**src/rtl/tmas_pkg.sv**
```systemverilog
package tmas_pkg;
  localparam int REG_W      = 32;
  localparam int VALID_BIT  = 31;
  localparam int TID_LSB    = 16;
  localparam int TS_BIT     = 12;
  localparam int TSIZE_LSB  = 7;
  localparam int TSIZE_W    = 5;
  localparam int WIMGE_W    = 5;
  localparam int TLBSEL_LSB = 28;
  localparam int TLBSEL_W   = 2;
  localparam int ESEL_LSB   = 16;
  localparam int SPID_LSB   = 16;
  localparam int SAS_BIT    = 0;

  typedef enum logic [1:0] {
    TSEL_PID0 = 2'd0,
    TSEL_PID1 = 2'd1,
    TSEL_PID2 = 2'd2,
    TSEL_NONE = 2'd3
  } tid_sel_e;
endpackage

```
**src/rtl/tmas_tid_pick.sv**
```systemverilog
module tmas_tid_pick
  import tmas_pkg::*;
#(
  parameter int TIDW = 14,
  parameter int EPW  = 8
) (
  input  logic            ext_tag,
  input  logic [1:0]      tidsel,
  input  logic [TIDW-1:0] pid0,
  input  logic [TIDW-1:0] pid1,
  input  logic [TIDW-1:0] pid2,
  input  logic [EPW-1:0]  ext_pid,
  output logic [TIDW-1:0] miss_tid,
  output logic [TIDW-1:0] srch_pid
);
  localparam int PADW = TIDW - EPW;

  logic [TIDW-1:0] ext_wide;
  logic [TIDW-1:0] dflt_tid;

  assign ext_wide = {{PADW{1'b0}}, ext_pid};

  always_comb begin
    case (tid_sel_e'(tidsel))
      TSEL_PID0: dflt_tid = pid0;
      TSEL_PID1: dflt_tid = pid1;
      TSEL_PID2: dflt_tid = pid2;
      default:   dflt_tid = '0;
    endcase
  end

  assign miss_tid = ext_tag ? ext_wide : dflt_tid;
  assign srch_pid = ext_tag ? ext_wide : pid0;
endmodule

```
**src/rtl/tmas_victim_ptr.sv**
```systemverilog
module tmas_victim_ptr #(
  parameter int NWAYS = 4,
  localparam int WAYW = (NWAYS > 1) ? $clog2(NWAYS) : 1
) (
  input  logic            clk,
  input  logic            rst_n,
  input  logic            adv,
  output logic [WAYW-1:0] way
);
  logic [WAYW-1:0] way_q;
  logic [WAYW-1:0] way_nxt;

  generate
    if ((NWAYS & (NWAYS - 1)) == 0) begin : g_pow2
      always_comb way_nxt = way_q + 1'b1;
    end else begin : g_wrap
      localparam logic [WAYW-1:0] LAST = WAYW'(NWAYS - 1);
      always_comb way_nxt = (way_q == LAST) ? '0 : way_q + 1'b1;
    end
  endgenerate

  always_ff @(posedge clk or negedge rst_n) begin
    if (!rst_n)   way_q <= '0;
    else if (adv) way_q <= way_nxt;
  end

  assign way = way_q;
endmodule

```
**src/rtl/tmas_pack.sv**
```systemverilog
module tmas_pack
  import tmas_pkg::*;
#(
  parameter int VPNW = 20,
  parameter int PGSH = 12,
  parameter int TIDW = 14,
  parameter int WAYW = 2
) (
  input  logic                 miss_fetch,
  input  logic [VPNW-1:0]      miss_vpn,
  input  logic                 ms_is,
  input  logic                 ms_ds,
  input  logic                 ext_tag,
  input  logic                 ext_as,
  input  logic [TLBSEL_W-1:0]  dflt_tlbsel,
  input  logic [TSIZE_W-1:0]   dflt_tsize,
  input  logic [WIMGE_W-1:0]   dflt_wimge,
  input  logic [TIDW-1:0]      miss_tid,
  input  logic [TIDW-1:0]      srch_pid,
  input  logic [WAYW-1:0]      way,
  output logic [REG_W-1:0]     nxt_sel,
  output logic [REG_W-1:0]     nxt_tag,
  output logic [REG_W-1:0]     nxt_epn,
  output logic [REG_W-1:0]     nxt_srch
);
  logic space;

  always_comb begin
    if (miss_fetch)   space = ms_is;
    else if (ext_tag) space = ext_as;
    else              space = ms_ds;
  end

  always_comb begin
    nxt_sel  = '0;
    nxt_tag  = '0;
    nxt_epn  = '0;
    nxt_srch = '0;
    nxt_sel[TLBSEL_LSB +: TLBSEL_W] = dflt_tlbsel;
    nxt_sel[ESEL_LSB +: WAYW]       = way;
    nxt_tag[VALID_BIT]              = 1'b1;
    nxt_tag[TID_LSB +: TIDW]        = miss_tid;
    nxt_tag[TS_BIT]                 = space;
    nxt_tag[TSIZE_LSB +: TSIZE_W]   = dflt_tsize;
    nxt_epn[PGSH +: VPNW]           = miss_vpn;
    nxt_epn[0 +: WIMGE_W]           = dflt_wimge;
    nxt_srch[SPID_LSB +: TIDW]      = srch_pid;
    nxt_srch[SAS_BIT]               = space;
  end
endmodule

```
**src/rtl/tmas_loader.sv**
```systemverilog
module tmas_loader
  import tmas_pkg::*;
#(
  parameter int VPNW  = 20,
  parameter int PGSH  = 12,
  parameter int TIDW  = 14,
  parameter int EPW   = 8,
  parameter int NWAYS = 4
) (
  input  logic             clk,
  input  logic             rst_n,
  input  logic             miss_vld,
  input  logic             miss_fetch,
  input  logic [VPNW-1:0]  miss_vpn,
  input  logic             ms_is,
  input  logic             ms_ds,
  input  logic             ext_tag,
  input  logic             ext_as,
  input  logic [EPW-1:0]   ext_pid,
  input  logic [1:0]       dflt_tlbsel,
  input  logic [4:0]       dflt_tsize,
  input  logic [4:0]       dflt_wimge,
  input  logic [1:0]       dflt_tidsel,
  input  logic [TIDW-1:0]  pid0,
  input  logic [TIDW-1:0]  pid1,
  input  logic [TIDW-1:0]  pid2,
  output logic             upd_vld,
  output logic [31:0]      asr_sel,
  output logic [31:0]      asr_tag,
  output logic [31:0]      asr_epn,
  output logic [31:0]      asr_rpn,
  output logic [31:0]      asr_srch,
  output logic [31:0]      asr_rpnhi
);
  localparam int WAYW = (NWAYS > 1) ? $clog2(NWAYS) : 1;

  logic [TIDW-1:0]  miss_tid, srch_pid;
  logic [WAYW-1:0]  way;
  logic [REG_W-1:0] nxt_sel, nxt_tag, nxt_epn, nxt_srch;
  logic [REG_W-1:0] sel_q, tag_q, epn_q, rpn_q, srch_q, rpnhi_q;
  logic             upd_q;

  tmas_tid_pick #(.TIDW(TIDW), .EPW(EPW)) tid_i (
    .ext_tag(ext_tag), .tidsel(dflt_tidsel),
    .pid0(pid0), .pid1(pid1), .pid2(pid2), .ext_pid(ext_pid),
    .miss_tid(miss_tid), .srch_pid(srch_pid)
  );

  tmas_victim_ptr #(.NWAYS(NWAYS)) vic_i (
    .clk(clk), .rst_n(rst_n), .adv(miss_vld), .way(way)
  );

  tmas_pack #(.VPNW(VPNW), .PGSH(PGSH), .TIDW(TIDW), .WAYW(WAYW)) pack_i (
    .miss_fetch(miss_fetch), .miss_vpn(miss_vpn), .ms_is(ms_is), .ms_ds(ms_ds),
    .ext_tag(ext_tag), .ext_as(ext_as), .dflt_tlbsel(dflt_tlbsel),
    .dflt_tsize(dflt_tsize), .dflt_wimge(dflt_wimge), .miss_tid(miss_tid),
    .srch_pid(srch_pid), .way(way), .nxt_sel(nxt_sel), .nxt_tag(nxt_tag),
    .nxt_epn(nxt_epn), .nxt_srch(nxt_srch)
  );

  always_ff @(posedge clk or negedge rst_n) begin
    if (!rst_n) begin
      upd_q <= 1'b0;
    end else begin
      upd_q <= miss_vld;
    end
  end

  always_ff @(posedge clk or negedge rst_n) begin
    if (!rst_n) begin
      sel_q   <= '0;
      tag_q   <= '0;
      epn_q   <= '0;
      rpn_q   <= '0;
      srch_q  <= '0;
      rpnhi_q <= '0;
    end else if (miss_vld) begin
      sel_q   <= nxt_sel;
      tag_q   <= nxt_tag;
      epn_q   <= nxt_epn;
      rpn_q   <= '0;
      srch_q  <= nxt_srch;
      rpnhi_q <= '0;
    end
  end

  assign upd_vld   = upd_q;
  assign asr_sel   = sel_q;
  assign asr_tag   = tag_q;
  assign asr_epn   = epn_q;
  assign asr_rpn   = rpn_q;
  assign asr_srch  = srch_q;
  assign asr_rpnhi = rpnhi_q;
endmodule

```
**config.mk**
```make
export PLATFORM = sky130hd
export DESIGN_NAME = tmas_loader
export DESIGN_NICKNAME = d
export VERILOG_FILES = /design/src/rtl/tmas_pkg.sv /design/src/rtl/tmas_tid_pick.sv /design/src/rtl/tmas_victim_ptr.sv /design/src/rtl/tmas_pack.sv /design/src/rtl/tmas_loader.sv
export SDC_FILE = /design/constraint.sdc
export NUM_CORES = 1
export LEC_CHECK = 0
export BUFFER_PORTS_ARGS = -buffer_cell sky130_fd_sc_hd__buf_4
export CAP_MARGIN = 20
export CORE_UTILIZATION = 55
export CTS_BUF_LIST = sky130_fd_sc_hd__clkbuf_2
export DETAILED_ROUTE_END_ITERATION = 12
export HOLD_SLACK_MARGIN = 0.03
export PLACE_DENSITY = 0.9
export SETUP_SLACK_MARGIN = 0.15
export SLEW_MARGIN = 10
export SYNTH_ARGS = -nofsm -noshare
export SYNTH_HDL_FRONTEND = slang
export SYNTH_HIERARCHICAL = 1
export SYNTH_SLANG_ARGS = --single-unit
```
**constraint.sdc**
```tcl
create_clock -name clk -period 3 [get_ports clk]
set_clock_uncertainty 0.15 [all_clocks]
set_input_delay 0.6 -clock clk [delete_from_list [all_inputs] [get_ports clk]]
set_output_delay 0.6 -clock clk [all_outputs]
set_load 0.01 [all_outputs]
```
## Word-level counts from Yosys, hierarchy flattened

Index checks and enable logic that the tools add are counted.

- Register bits: 68
- Output and inout bits: 193
- Input port bits: 92
- Word-level logic and storage cells: 15

- Multiplexer cells: 5
- Reduce and logical (&&, ||, !) cells: 1
- Equal/unequal tests: 2
- Add/sub/neg operators: 1

Operators with widths:

| kind | count |
|---|---|
| $pmux 14 s3 | 1 |
| $mux 14 | 2 |
| $add 2x1->2 const B | 1 |
| $eq 2x1->1 const B | 1 |
| $eq 2x2->1 const B | 1 |
| $logic_not 2->1 | 1 |
| $mux 1 | 2 |

## Depth between registers and ports, before layout

Gate-level depths: netlist of run 1.

- Word-level depth: 3
- Gate-level depth with buffers: 7

## By module

Netlist of run 1, hierarchy kept.

Modules (own cells, without submodules):

| module | sequential area each (µm²) | cells an instance | area an instance (µm²) | instances |
|---|---|---|---|---|
| tmas_loader | 3228.1 | 336 | 5331.4 | 1 |
| tmas_pack | 0.0 | 133 | 987.2 | 1 |
| tmas_tid_pick | 0.0 | 84 | 591.8 | 1 |
| tmas_victim_ptr | 50.0 | 5 | 71.3 | 1 |

## Worst setup path after synthesis of run 1

No wires, ideal clock.

- Kind: input to register
- Start: input dflt_tidsel[1]
- End: register tag_q[18], in the netlist asr_tag[18]
- Data required time: 2725 ps
- Data arrival time: 1561 ps
- Setup slack: 1164 ps
- Setup time: 125 ps
- Buffers on the path: 3
- Cell stages on the path: 6
- Cell sequence: buf_4 > buf_6 > mux2i_1 > o211ai_2 > buf_4 > mux2_2

- Word-level cells in the longest chain between the ends: 3
- Elaborated cells on any way between the ends: 5
- Those cells by class: 2 x eq/ne; 2 x mux; 1 x reduce/logical

Ends and longest elaborated chain:

| element | RTL line | text |
|---|---|---|
| from (decl) | tmas_loader.sv:23 | `input logic [1:0] dflt_tidsel,` |
| $eq 2x2->1 (tied with other cells) | tmas_tid_pick.sv:24 | `case (tid_sel_e'(tidsel))` |
| $pmux 14 s3 * | tmas_tid_pick.sv:24 |  |
| $mux 14 * | tmas_tid_pick.sv:32 | `assign miss_tid = ext_tag ? ext_wide : dflt_tid;` |
| via miss_tid[2] | tmas_loader.sv:37 | `logic [TIDW-1:0] miss_tid, srch_pid;` |
| to (signal assigned) | tmas_loader.sv:79 | `tag_q <= nxt_tag;` |
| to (decl) | tmas_loader.sv:40 | `logic [REG_W-1:0] sel_q, tag_q, epn_q, rpn_q, srch_q, rpnhi_q;` |

Mark *: on every way through the listed nets, which the timed path passes. The rest lies on a longest branch.
A chain may end at the register's enable or synchronous reset.

## Worst setup path after layout of run 1

- Start: register epn_q[24], in the netlist asr_epn[24]
- End: output asr_epn[24]

RTL lines:

| element | RTL line | text |
|---|---|---|
| from (decl) | tmas_loader.sv:40 |  |
| from (signal assigned) | tmas_loader.sv:80 | `epn_q <= nxt_epn;` |
| to (decl) | tmas_loader.sv:30 | `output logic [31:0] asr_epn,` |

No word-level cell between the ends.

==> impl_results.md, run 1 <==
* Slew Viols, Final at 0
* Post-CTS resize count at 0
* Share of layout cells above drive strength 1 at about half
* Vias per cell at about 4.5
* Clk_lat worst skew at about 0.64 ns
* Syn Area/Cell at roughly 13 um^2
* Antenna Nets Post-Route at 0
* Initial antenna violation count at 0
* Power, Total at a little over 4 mW
* Drt pass-1 iters at 4
* Max-cap viol count at 0
* Area grow syn2layout at 18.01%
* Die width at around 110 um
* Overflow after GRT at 0
* Count of final hold-check violations at 0
* Worst min path class: input pin to flip-flop
* Critical Path Max Stage Delay at about 0.43 ns
* Port bufs at 220
* RSZ-0062 raised after global routing: no
* CTS tree: yes
* Slowest-stage cell, CP: dfrtp_1
* Final setup TNS at 0 ns
* Clk buf depth at 2
* Sequential share of the synthesized area at between 40% and 50%
* Endpoints failing setup at 0
* Register share of total power at 52.0%
* FILL cells at slightly below 900
* Initial Utilization at ~57%
* Buffer and inverter count on the worst path at 1
* FF+latch count, synth at around 130
* Peak supply drop at approximately 0.36 mV
* Die ar. at about 13000 um^2
* Slew @ Worst Pin at 0.5712 ns
* Status: complete, no violations
* Inst Count DP at 861
* Total Routing Usage GR at roughly 21%
* Worst Path Required at roughly 2.3 ns
* Area contributors post-synth: dfrtp_1, buf_4, mux2_2
* Nets at 837
* Commonest non-fill, non-tap cells in the layout: buf_4, dfrtp_1, mux2_2, conb_1, dlygate4sd3_1
* LEAKAGE at ~4.1 nW
* Most common cell after layout, fill and taps aside: buf_4
* Internal power at 2.884 mW
* Clock power frac at around a quarter
* Vias at around 4200
* Worst path arrival time at 1.24 ns
* Part of the cycle the worst path needs at between 60% and 70%
* I/O pin cnt at 285
* CP Capture Type: output pin
* Reg clk slew, reported paths at between 0.15 and 0.2 ns
* Largest net degree at the start of global routing at a little over 50
* Root buffer cell: clkbuf_2
* Slew HR at 61.75%
* Fmax at around 500 MHz
* Area share of the largest cell type after synthesis at between 40% and 50%
* CTS HTree Levels at 4
* Clk sinks at approximately 130
* Worst setup SP type: flip-flop
* Starting DRT DRC Count at 148
* Min Tclk post-route at a little under 2 ns
* PwrDens at slightly below 500 nW/um^2
* Max Fanout on Critical Path at 2
* Num rows at 40
* Delay-heaviest family, CP: flip-flops
* Die H at between 100 and 150 um
* Cts hold-fix bufs at 33
* Number of global-route vias before repair at ~4300
* WL final at about 14 mm
* GP Congestion at a little over 0.8
* First-pass GRT wire length at approximately 21 mm
* DRC viols at 0
* Leading area contributor after synthesis: dfrtp_1
* Gate power share at between 20% and 30%
* Fin cells at between 900 and 1000
* Mapped Cells at 558
* Setup bufs post-CTS at 0
* Ordered cell list for the critical path: buf_4
* Mapped cell area at ~7000 um^2
* Net Sw Frac at ~28%
* Setup Crit Path Kind: flip-flop to output pin
* Synth cell types at 23
* Sw Pwr at 1.137 mW
* Hpwl dp at 9.921 mm
* Core ar. at between 10000 and 15000 um^2
* Total CTS buffers at 17
* Routed wire per std cell at around 15 um
* Count of warnings emitted by yosys at 6
## cells by family after synthesis
| logic type | after synthesis | share of synthesized area [%] |
|---|---|---|
| mux | 141 | 22.51 |
| simple gates | 34 | 2.975 |
| buf+inv | 222 | 24.50 |
| xor+xnor | 2 | 0.2509 |
| other cells | 3 | 0.1613 |
| flops | 131 | 46.95 |
| compound gates | 25 | 2.652 |
## power by group through the flow
stage / Combinational (mW) / Clock (mW) / Sequential (mW)
after floorplan: 0.563 / 0 / 2.20
after global placement: 0.909 / 0 / 2.11
after detailed placement: 0.937 / 0 / 2.12
after CTS: 0.973 / 0.987 / 2.09
after global routing: 1.05 / 1.06 / 2.12
final: 0.973 / 0.958 / 2.09
## flip-flops by register name (all words and copies together) (netlist names)
| signal | flops |
|---|---|
| asr_epn | 32 |
| asr_srch | 32 |
| vic_i/way | 2 |
| asr_sel | 32 |
| asr_tag | 32 |
| upd_vld | 1 |
## through the flow
stage               setup slack (ns)  hold slack, ns  utilization (%)  cell area, um^2
floorplan                      1.164          0.1544                -             7451
global placement              0.9958          0.3029            63.16             7712
detailed placement            0.9436          0.3136            63.16             7712
CTS                           0.9370         0.07875            67.45             8237
global route                  0.8781         0.05935            67.45             8237
finish                         1.011          0.1523            67.47             8239
## area by class of cell
cell class / instances / area [um^2] / area share (%)
flip-flops and latches: 131 / 3278 / 39.79
repair buffers: 257 / 2062 / 25.03
well taps: 168 / 210.2 / 2.551
clock inverters: 8 / 88.84 / 1.078
diodes: 1 / 2.502 / 0.03037
clock buffers: 21 / 105.1 / 1.276
inverters: 8 / 30.03 / 0.3645
multi-input cells: 330 / 2462 / 29.89
## path summary, 6_finish.rpt
path	start	to	slack [ns]	depth (start not counted)
setup / recovery	asr_epn[24]	asr_epn[24]	1.01	1
hold / removal	pid0[11]	asr_srch[27]	0.15	3
setup reg to reg	asr_epn[21]	asr_epn[21]	2.04	1
hold reg to reg	vic_i/way[1]	vic_i/way[1]	0.33	1
max in group asynchronous	rst_n	asr_srch[3]	1.73	3
min in group asynchronous	rst_n	asr_epn[27]	0.28	2
## cell usage after synthesis
cell and number:
buf_2 1, xor2_1 1, o21ai_1 5, a211oi_1 4
mux2_2 128, o21ai_0 8, o211ai_2 6, buf_4 194
nor2b_2 1, nand2_1 10, nor2b_1 8, nand2b_1 2
xnor2_1 1, buf_6 9, clkbuf_8 8, conb_1 3
dfrtp_1 131, mux2i_1 13, o211ai_1 2, clkbuf_1 2
nand3b_1 12, or2_4 1, inv_1 8
## per-layer routing
layer	part of all wire, %	vias to the layer above	wire (um)	global-route usage, %
met5	0	-	0	0
met4	2.9	0	403	9.870
met3	6.2	29	858	6.723
met2	55	175	7652	39.68
met1	36	2070	4998	22.04
li1	-	1919	-	-
Note: power is estimated with default switching activity, not from simulation.
==> inputs of run 2 (changes only) <==
--- a/config.mk
+++ b/config.mk
@@ -7,11 +7,11 @@
 export LEC_CHECK = 0
 export BUFFER_PORTS_ARGS = -buffer_cell sky130_fd_sc_hd__buf_4
 export CAP_MARGIN = 20
-export CORE_UTILIZATION = 55
+export CORE_UTILIZATION = 51
 export CTS_BUF_LIST = sky130_fd_sc_hd__clkbuf_2
 export DETAILED_ROUTE_END_ITERATION = 12
 export HOLD_SLACK_MARGIN = 0.03
-export PLACE_DENSITY = 0.9
+export PLACE_DENSITY = 0.84
 export SETUP_SLACK_MARGIN = 0.15
 export SLEW_MARGIN = 10
 export SYNTH_ARGS = -nofsm -noshare
==> constraint.sdc (replaced) <==
create_clock -name clk -period 1.9 [get_ports clk]
set_clock_uncertainty 0.15 [all_clocks]
set_input_delay 0.38 -clock clk [delete_from_list [all_inputs] [get_ports clk]]
set_output_delay 0.38 -clock clk [all_outputs]
set_load 0.01 [all_outputs]
==> run 2 against run 1 <==
Against the previous run:
- critical path depth unchanged
- sequential power increased by 62%
- power increased by 86%
- worst setup slack got worse by 0.95 ns
- design area increased by 21%
- clock power increased by 110%
- critical path type unchanged
- critical endpoint is now asr_srch[21]
- largest power group unchanged
- highest routed layer unchanged
==> impl_results.md, run 2 (synthesis results as in run 1) <==
* Status: complete, no violations
* Slew @ Worst Pin at ~0.61 ns
* Slew HR at approximately 60%
* Largest net degree at the start of global routing at 70
* Count of final hold-check violations at 0
* First-pass GRT wire length at between 20 and 30 mm
* Placement Setup Slack at 0.1922 ns
* Min Tclk post-route at 1.840 ns
* Die ar. at ~14000 um^2
* Fmax at 543.6 MHz
* Buffer and inverter count on the worst path at 1
* Num rows at between 40 and 50
* Slew Viols, Final at 0
* Most common cell after layout, fill and taps aside: buf_4
* CTS HTree Levels at 4
* Drt pass-1 iters at 4
* Overflow after GRT at 0
* Delay-heaviest family, CP: flip-flops
* Hpwl dp at ~9.6 mm
* Worst setup SP type: flip-flop
* Die H at 119 um
* Final core utilization at between 70% and 80%
* Total CTS buffers at 17
* Slowest-stage cell, CP: dfrtp_1
* Vias at between 4000 and 5000
* Max Fanout on Critical Path at 2
* Setup Crit Path Kind: flip-flop to output pin
* PwrDens at between 700 and 800 nW/um^2
* Antenna Nets Post-Route at 0
* WL final at around 18 mm
* Ordered cell list for the critical path: buf_6
* Commonest non-fill, non-tap cells in the layout: buf_4, dfrtp_1, buf_6, mux2_2, conb_1
* Routed wire per std cell at roughly 17 um
* Worst path arrival time at 1.31 ns
* Total Routing Usage GR at between 20% and 30%
* Hold slack at 0.07480 ns
* Reg clk slew, reported paths at approximately 0.22 ns
* Max-cap viol count at 0
* FILL cells at between 700 and 800
* CP Capture Type: output pin
* I/O pin cnt at about 290
* Initial Utilization at a little over half
* Worst reg-to-reg setup slack at approximately 0.68 ns
* Final setup TNS at 0 ns
* Vias per cell at 4.602
* Die width at between 100 and 150 um
* Clk buf depth at 2
* RSZ-0062 raised after global routing: yes
* Final WS setup at slightly above 0.06 ns
* Number of global-route vias before repair at about 5300
* CTS tree: yes
* Clk_lat worst skew at between 0.6 and 0.7 ns
* Initial antenna violation count at 1
* Area grow syn2layout at 42.20%
* Clk sinks at 131
* Core ar. at approximately 13000 um^2
* Share of layout cells above drive strength 1 at between 50% and 60%
* Starting DRT DRC Count at 130
* Endpoints failing setup at 0
* LEAKAGE at roughly 4.9 nW
* Worst Path Required at roughly 1.4 ns
* DRC viols at 0
* Critical Path Max Stage Delay at about 0.47 ns
* GP Congestion at between 0.7 and 0.8
* Part of the cycle the worst path needs at 96.82%
* Root buffer cell: clkbuf_2
* Port bufs at 220
* Worst min path class: input pin to flip-flop
* Peak supply drop at between 0.6 and 0.7 mV
* Nets at about 960
run 2: cell count changes in the layout (fill, tap and decap cells not counted), moves of 2 or more:
cell,change
clkinv_1,-3
a211oi_2,+2
dlygate4sd3_1,+65
buf_4,-74
clkinv_4,+2
clkinvlp_4,+2
clkbuf_2,-3
inv_6,+3
buf_6,+129
bufinv_16,+2
a211oi_1,-2
run 2: path summary, 6_finish.rpt:
| kind | from | end | depth (start not counted) |
|---|---|---|---|
| worst max-delay path | asr_srch[21] | asr_srch[21] | 1 |
| worst min-delay path | pid2[13] | asr_tag[29] | 4 |
| worst max register to register | asr_sel[15] | asr_sel[15] | 3 |
| worst min register to register | vic_i/way[1] | vic_i/way[1] | 1 |
| max in group asynchronous | rst_n | asr_srch[9] | 4 |
| min in group asynchronous | rst_n | asr_epn[16] | 4 |
run 2: metrics by stage:
step	total power [mW]	instance area, um^2	std cells
after detailed placement	4.834	7750	871
after global placement	4.769	7750	871
after global routing	7.832	9926	1056
final	7.492	9928	1057
after CTS	7.330	9681	1024
after floorplan	4.357	7451	683
run 2: layer usage:
layer / vias to the layer above / wire [um] / track usage [%]
li1: 2159 / - / -
met1: 2375 / 6088 / 24.23
met2: 246 / 9686 / 44.62
met3: 84 / 1039 / 7.567
met4: 0 / 1003 / 16.61
met5: - / 0 / 0
run 2: repair_timing:
action,CTS,global route
hold buffers,98,1
endpoints found under the setup margin,129,131
pin swaps,0,2
gates resized for setup,129,2
buffers inserted,23,31
endpoints found under the hold margin,203,1
run 2: where the power goes:
part	total (mW)	internal [mW]	switching, mW
combinational	2.08	1.28	0.794
clock	2.04	0.893	1.14
sequential	3.38	3.11	0.265
total	7.49	5.29	2.20
run 2: final cells by class:
class	count	area [um^2]	area share, %
Sequential cell	131	3278	33.02
Multi-Input combinational cell	330	2472	24.90
Tap cell	176	220.2	2.218
Timing Repair Buffer	378	3630	36.56
Antenna cell	2	5.005	0.05041
Clock inverter	14	202.7	2.042
Inverter	8	30.03	0.3025
Clock buffer	18	90.09	0.9074
